**config.mk**
```make
export PLATFORM = sky130hd
export DESIGN_NAME = bcd2bin_conv
export DESIGN_NICKNAME = d
export VERILOG_FILES = /design/src/rtl/bcd2bin_pkg.sv /design/src/rtl/bcd2bin_weight_sum.sv /design/src/rtl/bcd2bin_complement.sv /design/src/rtl/bcd2bin_validate.sv /design/src/rtl/bcd2bin_conv.sv
export SDC_FILE = /design/constraint.sdc
export NUM_CORES = 1
export LEC_CHECK = 0
export ABC_CLOCK_PERIOD_IN_PS = 1250
export CORE_AREA = 5 5 42 44
export DETAILED_ROUTE_END_ITERATION = 8
export DIE_AREA = 0 0 47 49
export GPL_ROUTABILITY_DRIVEN = 0
export GPL_TIMING_DRIVEN = 0
export PLACE_DENSITY = 0.51
export SYNTH_ARGS = -nofsm -noshare
export SYNTH_HDL_FRONTEND = slang
export SYNTH_SLANG_ARGS = --single-unit
```
**constraint.sdc**
```tcl
create_clock -name vclk -period 1.25
set_input_delay 0.1875 -clock vclk [all_inputs]
set_output_delay 0.1875 -clock vclk [all_outputs]
set_load 0.02 [all_outputs]
```
**src/rtl/bcd2bin_pkg.sv**
```systemverilog
// Package: shared constants, the complement-kind encoding and the width
// rule for the BCD to binary converter.
// Assumes a units digit is always four bits wide.
package bcd2bin_pkg;

    localparam int DIGIT_W   = 4;
    localparam int DIGIT_MAX = 9;

    // Which complement the complement output carries.
    typedef enum logic {
        CMP_NINE = 1'b0,
        CMP_TEN  = 1'b1
    } cmp_kind_e;

    // Gives the bits needed for the largest two-digit value that a tens
    // field of tens_w bits can express.
    function automatic int bin_width(input int tens_w);
        int top_val;
        top_val = 10 * ((1 << tens_w) - 1) + DIGIT_MAX;
        return $clog2(top_val + 1);
    endfunction

endpackage

```
**src/rtl/bcd2bin_weight_sum.sv**
```systemverilog
// Module: adds the fixed weights of the active input lines to form the
// binary value. Units bit 0 bypasses the adder tree as binary bit 0.
// Assumes the caller handles illegal units codes. This module only sums.
module bcd2bin_weight_sum #(
    parameter int TENS_W = 2,
    parameter int BIN_W  = 6
) (
    input  logic [TENS_W-1:0]                 tens_i,
    input  logic [bcd2bin_pkg::DIGIT_W-1:0]   units_i,
    output logic [BIN_W-1:0]                  sum_o
);
    import bcd2bin_pkg::*;

    localparam int UNIT_LINES = DIGIT_W - 1;
    localparam int LINES      = UNIT_LINES + TENS_W;

    logic [BIN_W-1:0] term [LINES];

    // Units lines: weights 2, 4, 8.
    for (genvar k = 0; k < UNIT_LINES; k++) begin : g_unit_line
        assign term[k] = units_i[k+1] ? BIN_W'(2 << k) : '0;
    end

    // Tens lines: weights 10, 20, 40, ...
    for (genvar j = 0; j < TENS_W; j++) begin : g_tens_line
        assign term[UNIT_LINES+j] = tens_i[j] ? BIN_W'(10 << j) : '0;
    end

    // Accumulates every line weight on top of the bypassed LSB.
    always_comb begin
        sum_o = BIN_W'(units_i[0]);
        for (int n = 0; n < LINES; n++) begin
            sum_o = sum_o + term[n];
        end
    end

endmodule

```
**src/rtl/bcd2bin_complement.sv**
```systemverilog
// Module: forms the nine's or ten's complement of one BCD digit.
// Assumes the digit is legal (0..9). Illegal codes give don't-care values
// that the top level masks.
module bcd2bin_complement (
    input  logic [bcd2bin_pkg::DIGIT_W-1:0] digit_i,
    input  bcd2bin_pkg::cmp_kind_e          kind_i,
    output logic [bcd2bin_pkg::DIGIT_W-1:0] comp_o
);
    import bcd2bin_pkg::*;

    logic [DIGIT_W-1:0] nine_c;
    logic [DIGIT_W-1:0] ten_c;

    // Computes both complements, then picks the requested one.
    always_comb begin
        nine_c = DIGIT_W'(DIGIT_MAX) - digit_i;
        ten_c  = (digit_i == '0) ? '0 : DIGIT_W'(DIGIT_MAX + 1) - digit_i;
        comp_o = (kind_i == CMP_TEN) ? ten_c : nine_c;
    end

endmodule

```
**src/rtl/bcd2bin_validate.sv**
```systemverilog
// Module: flags whether a units code is a legal decimal digit.
// Assumes a four-bit digit. Codes above nine are illegal.
module bcd2bin_validate (
    input  logic [bcd2bin_pkg::DIGIT_W-1:0] digit_i,
    output logic                            legal_o
);
    import bcd2bin_pkg::*;

    // Range compare against the largest decimal digit.
    always_comb begin
        legal_o = (digit_i <= DIGIT_W'(DIGIT_MAX));
    end

endmodule

```
**src/rtl/bcd2bin_conv.sv**
```systemverilog
// Module: top of the two-digit BCD to binary converter. It joins the weighted
// adder, the units complement and the legality check, and forces all
// outputs high when disabled or when the units code is illegal.
// Assumes static inputs between evaluations. The block is purely combinational.
module bcd2bin_conv #(
    parameter  int TENS_W = 2,
    localparam int BIN_W  = bcd2bin_pkg::bin_width(TENS_W)
) (
    input  logic                              en_n,
    input  logic                              cmp_ten,
    input  logic [TENS_W-1:0]                 tens_i,
    input  logic [bcd2bin_pkg::DIGIT_W-1:0]   units_i,
    output logic [BIN_W-1:0]                  bin_o,
    output logic [bcd2bin_pkg::DIGIT_W-1:0]   cmp_o
);
    import bcd2bin_pkg::*;

    logic [BIN_W-1:0]   sum_w;
    logic [DIGIT_W-1:0] comp_w;
    logic               legal_w;
    logic               blank_w;
    cmp_kind_e          kind_w;

    assign kind_w = cmp_kind_e'(cmp_ten);

    bcd2bin_weight_sum #(
        .TENS_W (TENS_W),
        .BIN_W  (BIN_W)
    ) u_sum (
        .tens_i  (tens_i),
        .units_i (units_i),
        .sum_o   (sum_w)
    );

    bcd2bin_complement u_comp (
        .digit_i (units_i),
        .kind_i  (kind_w),
        .comp_o  (comp_w)
    );

    bcd2bin_validate u_valid (
        .digit_i (units_i),
        .legal_o (legal_w)
    );

    // Output gating: blank (all ones) when disabled or the digit is illegal.
    always_comb begin
        blank_w = en_n | ~legal_w;
        bin_o   = blank_w ? '1 : sum_w;
        cmp_o   = blank_w ? '1 : comp_w;
    end

    // Checks the output relations on every change of the settled signals.
    always_comb begin
        if (en_n) begin
            assert_disabled_high_R5: assert (&bin_o && &cmp_o)
                else $error("disabled outputs not all high");
        end
        if (!en_n && units_i > DIGIT_W'(DIGIT_MAX)) begin
            assert_illegal_high_R6: assert (&bin_o && &cmp_o)
                else $error("illegal digit outputs not all high");
        end
        if (!en_n && units_i <= DIGIT_W'(DIGIT_MAX)) begin
            assert_lsb_pass_R2: assert (bin_o[0] == units_i[0])
                else $error("binary LSB does not follow units LSB");
            assert_units_part_R1: assert (bin_o <= BIN_W'(10 * ((1 << TENS_W) - 1) + DIGIT_MAX))
                else $error("binary result out of range");
            if (!cmp_ten) begin
                assert_nine_pair_R3: assert (cmp_o + units_i == DIGIT_W'(DIGIT_MAX))
                    else $error("nine's complement pair does not sum to nine");
            end else begin
                assert_ten_pair_R4: assert (cmp_o <= DIGIT_W'(DIGIT_MAX) &&
                    ((units_i == '0) ? (cmp_o == '0) : (cmp_o + units_i == DIGIT_W'(DIGIT_MAX + 1))))
                    else $error("ten's complement pair wrong");
            end
        end
    end

endmodule

```
After elaboration in Yosys (flattened, before gate mapping)
Index checks and enable logic that the tools add are counted.
{"block": "word_totals", "input_bits": 8, "word_cells": 20, "out_inout_bits": 10, "reg_bits": 0}
{"block": "op_classes", "n_lt_le_gt_ge": 1, "add_sub_neg": 7, "reduce_logical": 1, "bitwise_logic": 2, "mux": 9}
{"cell": "6-bit adder", "count": 4}
{"cell": "4-bit 2-to-1 mux", "count": 5}
{"cell": "4-bit subtractor, first input constant", "count": 2}
{"cell": "1-bit by 6-bit adder with 6-bit output", "count": 1}
{"cell": "6-bit 2-to-1 mux", "count": 1}
{"cell": "5-bit 2-to-1 mux", "count": 1}
{"cell": "4-bit less-or-equal comparator, second input constant", "count": 1}
{"cell": "4-bit logical NOT", "count": 1}
{"cell": "3-bit 2-to-1 mux", "count": 1}
{"cell": "2-bit 2-to-1 mux", "count": 1}
{"cell": "1-bit NOT", "count": 1}
{"cell": "1-bit OR", "count": 1}

Longest topological paths before layout
{"block": "depth", "word_depth": 7, "ltp_mapped": 6, "ltp_nobuf": 6}

Modules after synthesis
From an unflattened synthesis, not the netlist that was laid out.
{"block": "unflattened", "hier_cells": 42, "area_unflattened_um2": 340.3}
{"module": "bcd2bin_weight_sum", "instances": 1, "cells_per_inst": 16, "area_each_um2": 126.4, "seq_area_each_um2": 0.0}
{"module": "bcd2bin_complement", "instances": 1, "cells_per_inst": 15, "area_each_um2": 121.4, "seq_area_each_um2": 0.0}
{"module": "bcd2bin_conv", "instances": 1, "cells_per_inst": 10, "area_each_um2": 87.6, "seq_area_each_um2": 0.0}
{"module": "bcd2bin_validate", "instances": 1, "cells_per_inst": 1, "area_each_um2": 5.0, "seq_area_each_um2": 0.0}

Worst setup path before layout
No wires, ideal clock.
{"block": "synth_path", "kind": "input -> output", "start": "input tens_i[0]", "end": "output bin_o[3]", "t_arrival_ps": 1345, "t_required_ps": 1062, "path_stages": 5, "n_path_buf": 0, "setup_slack_ps": -283, "path_cell_list": "ha_1 inv_1 fa_1 nor2b_1 o21ai_0"}
{"block": "synth_between", "elab_chain_len": 4}
{"item": "from (decl)", "line": "bcd2bin_conv.sv:11", "rtl": "input logic [TENS_W-1:0] tens_i,"}
{"item": "4-bit 2-to-1 mux", "line": "bcd2bin_weight_sum.sv:26", "rtl": "assign term[UNIT_LINES+j] = tens_i[j] ? BIN_W'(10 << j) : '0;"}
{"item": "6-bit adder (2 in a row)", "line": "bcd2bin_weight_sum.sv:33", "rtl": "sum_o = sum_o + term[n];"}
{"item": "6-bit 2-to-1 mux", "line": "bcd2bin_conv.sv:49", "rtl": "bin_o = blank_w ? '1 : sum_w;"}
{"item": "to (decl)", "line": "bcd2bin_conv.sv:13", "rtl": "output logic [BIN_W-1:0] bin_o,"}
No other way between the ends.

Final worst setup path
{"block": "layout_path", "start": "input units_i[1] in the netlist's numbering", "end": "output bin_o[3]"}
{"block": "layout_between", "elab_chain_len": 7, "elab_cells_between_ends": 10, "classes_between": "5 x add/sub; 1 x order compare; 2 x mux; 2 x bitwise"}
{"item": "from (decl)", "line": "bcd2bin_conv.sv:12", "rtl": "input logic [bcd2bin_pkg::DIGIT_W-1:0] units_i,"}
{"item": "2-bit 2-to-1 mux", "line": "bcd2bin_weight_sum.sv:21", "rtl": "assign term[k] = units_i[k+1] ? BIN_W'(2 << k) : '0;"}
{"item": "1-bit by 6-bit adder with 6-bit output", "line": "bcd2bin_weight_sum.sv:33"}
{"item": "6-bit adder (4 in a row)", "line": "bcd2bin_weight_sum.sv:33"}
{"item": "6-bit 2-to-1 mux *", "line": "bcd2bin_conv.sv:49"}
Every way passes the cells marked *; elsewhere a longest branch is shown, timed or not.

==> flow_summary.json <==
{
  "crit_path_end_kind": "output port",
  "die_y_um": 49,
  "hold_class": "input pin to output port",
  "wl_met1_um": 410,
  "ir_drop_mv": 0.197,
  "synth_fp_nets": 56,
  "hpwl_um": 637,
  "hold_viol": 0,
  "wl_met3_um": 78,
  "nNetsFinal": 86,
  "route.detailed.drc": 0,
  "drt_wl_total_um": 947,
  "synth_seq_area_share": 0,
  "p_leak_uw": 0.000311,
  "relSlewSlack": 0.893,
  "routedWlPerCell_um": 11.0,
  "first_iter_violations": 0,
  "die_w_um": 47,
  "syn-instance-count": 42,
  "met2_length_um": 458,
  "final_cell_mix": "buf_4, buf_6",
  "rsz0062_at_grt": "true",
  "period_minus_slack_ns": 1.39,
  "postRouteAntennaNets": 0,
  "die_area_um2": 2300,
  "io_pins": 18,
  "seq_cells": 0,
  "diodes": 0,
  "grt_pass1_vias": 374,
  "fin_cells": 86,
  "holdPathStages": 4,
  "violations": "setup timing",
  "vias": 392,
  "seqCellArea_um2": 0,
  "cp.arrival_ns": 1.20,
  "port_buffers": 18,
  "grt_first_pass_wirelength_um": 1550,
  "grt_usage": 0.0822,
  "area_growth_pct": 146,
  "powerDensity_nw_per_um2": 426,
  "synth_area_um2": 297,
  "hp-start": "tens_i[1]",
  "clock_buffers": 0,
  "required_ns": 1.06,
  "detail_route.vias_per_cell": 4.56,
  "syn_avg_cell_area_um2": 7.06,
  "setup_viol": 10,
  "worst_pin_slew_ns": 0.160,
  "routed.top_layer": "met3",
  "yosysWarnings": 0,
  "overflow": 0,
  "dp_slack_ns": -1.34,
  "layout_setup_ws_ns": -0.140,
  "layout_commonest_cell": "buf_4",
  "critPathLaunchType": "input pin",
  "synth_cell_types": 18,
  "crit_fanout": 4,
  "min_to": "bin_o[5]",
  "antenna_found_initial": 0,
  "cap_viol_max_count": 0,
  "fillCellCount": 145,
  "slew_violations": 0,
  "fin_hold_ws_ns": 0.691,
  "ctsHoldBuffers": 0,
  "row_count": 14,
  "start_util": 0.212,
  "drive_above_1_share": 0.729,
  "totalPowerFinal_uw": 312,
  "min_period_over_period": 1.11,
  "crit_type": "input pin to output port",
  "status": "complete, but fails checks",
  "fin_util": 0.521,
  "dp_cells": 76,
  "core_area_um2": 1400,
  "fmax_ghz": 0.720,
  "grt_start_max_net_pins": 8,
  "drt-pass1-iter-count": 1
}
==> final cells by class <==
type | instances | area, µm² | share of cell area
Multi-Input combinational cell | 37 | 404 | 0.553
Tap cell | 16 | 20.0 | 0.0274
Timing Repair Buffer | 28 | 280 | 0.384
Inverter | 5 | 26.3 | 0.0360
==> per-layer routing <==
| layer | track usage | vias to the layer above |
|---|---|---|
| li1 | - | 209 |
| met3 | 0.00738 | 0 |
| met1 | 0.111 | 170 |
| met5 | 0 | - |
| met4 | 0 | 0 |
| met2 | 0.145 | 13 |
==> worst max path at each step <==
stage / startpoint / endpoint / slack [ns]
final: units_i[1] / bin_o[3] / -0.14
after global routing: units_i[1] / bin_o[3] / -0.19
after CTS: units_i[1] / bin_o[5] / -0.20
after detailed placement: units_i[1] / bin_o[5] / -1.34
after global placement: units_i[1] / bin_o[5] / -1.34
after floorplan: tens_i[0] / bin_o[3] / -0.03
==> kinds of logic after synthesis <==
group | share of synthesized area
buffers and inverters | 0.0633
AO/OA/AOI/OAI | 0.342
AND/OR/NAND/NOR | 0.316
adder cells (fa/ha/maj) | 0.278
==> metrics by stage <==
step | TNS (ns) | area (µm²)
6_report | -0.898 | 731
5_1_grt | -1.36 | 731
4_1_cts | -1.07 | 607
3_5_place_dp | -11.99 | 508
3_3_place_gp | -12.13 | 508
2_1_floorplan | -0.0485 | 308
==> synth_stat cells (2+ instances only) <==
library cell  instances  area, µm²
nor2b_1               4       25.0
and3_1                2       12.5
nand2b_1              3       18.8
inv_1                 5       18.8
a21oi_1               3       15.0
o21ai_0               5       25.0
ha_1                  5       62.6
nand2_1               2       7.51
nor2_1                2       7.51
nand3_1               3       15.0
==> critical path, cell delays in order <==
cell and delay, ns:
buf_12 0.09, ha_4 0.12, inv_2 0.03, fa_2 0.36, nor2b_4 0.14, o21ai_2 0.13
buf_6 0.13
==> power by group <==
part           leakage [µW]  internal [µW]  switching (µW)
clock                     0              0               0
combinational      0.000311            173             139
sequential                0              0               0
==> what timing repair did <==
item | in CTS | in global routing
pin swaps | 10 | 12
buffers inserted | 5 | 5
gates resized for setup | 106 | 26
setup endpoints to repair | 10 | 9
(Power assumes the default switching activity.)
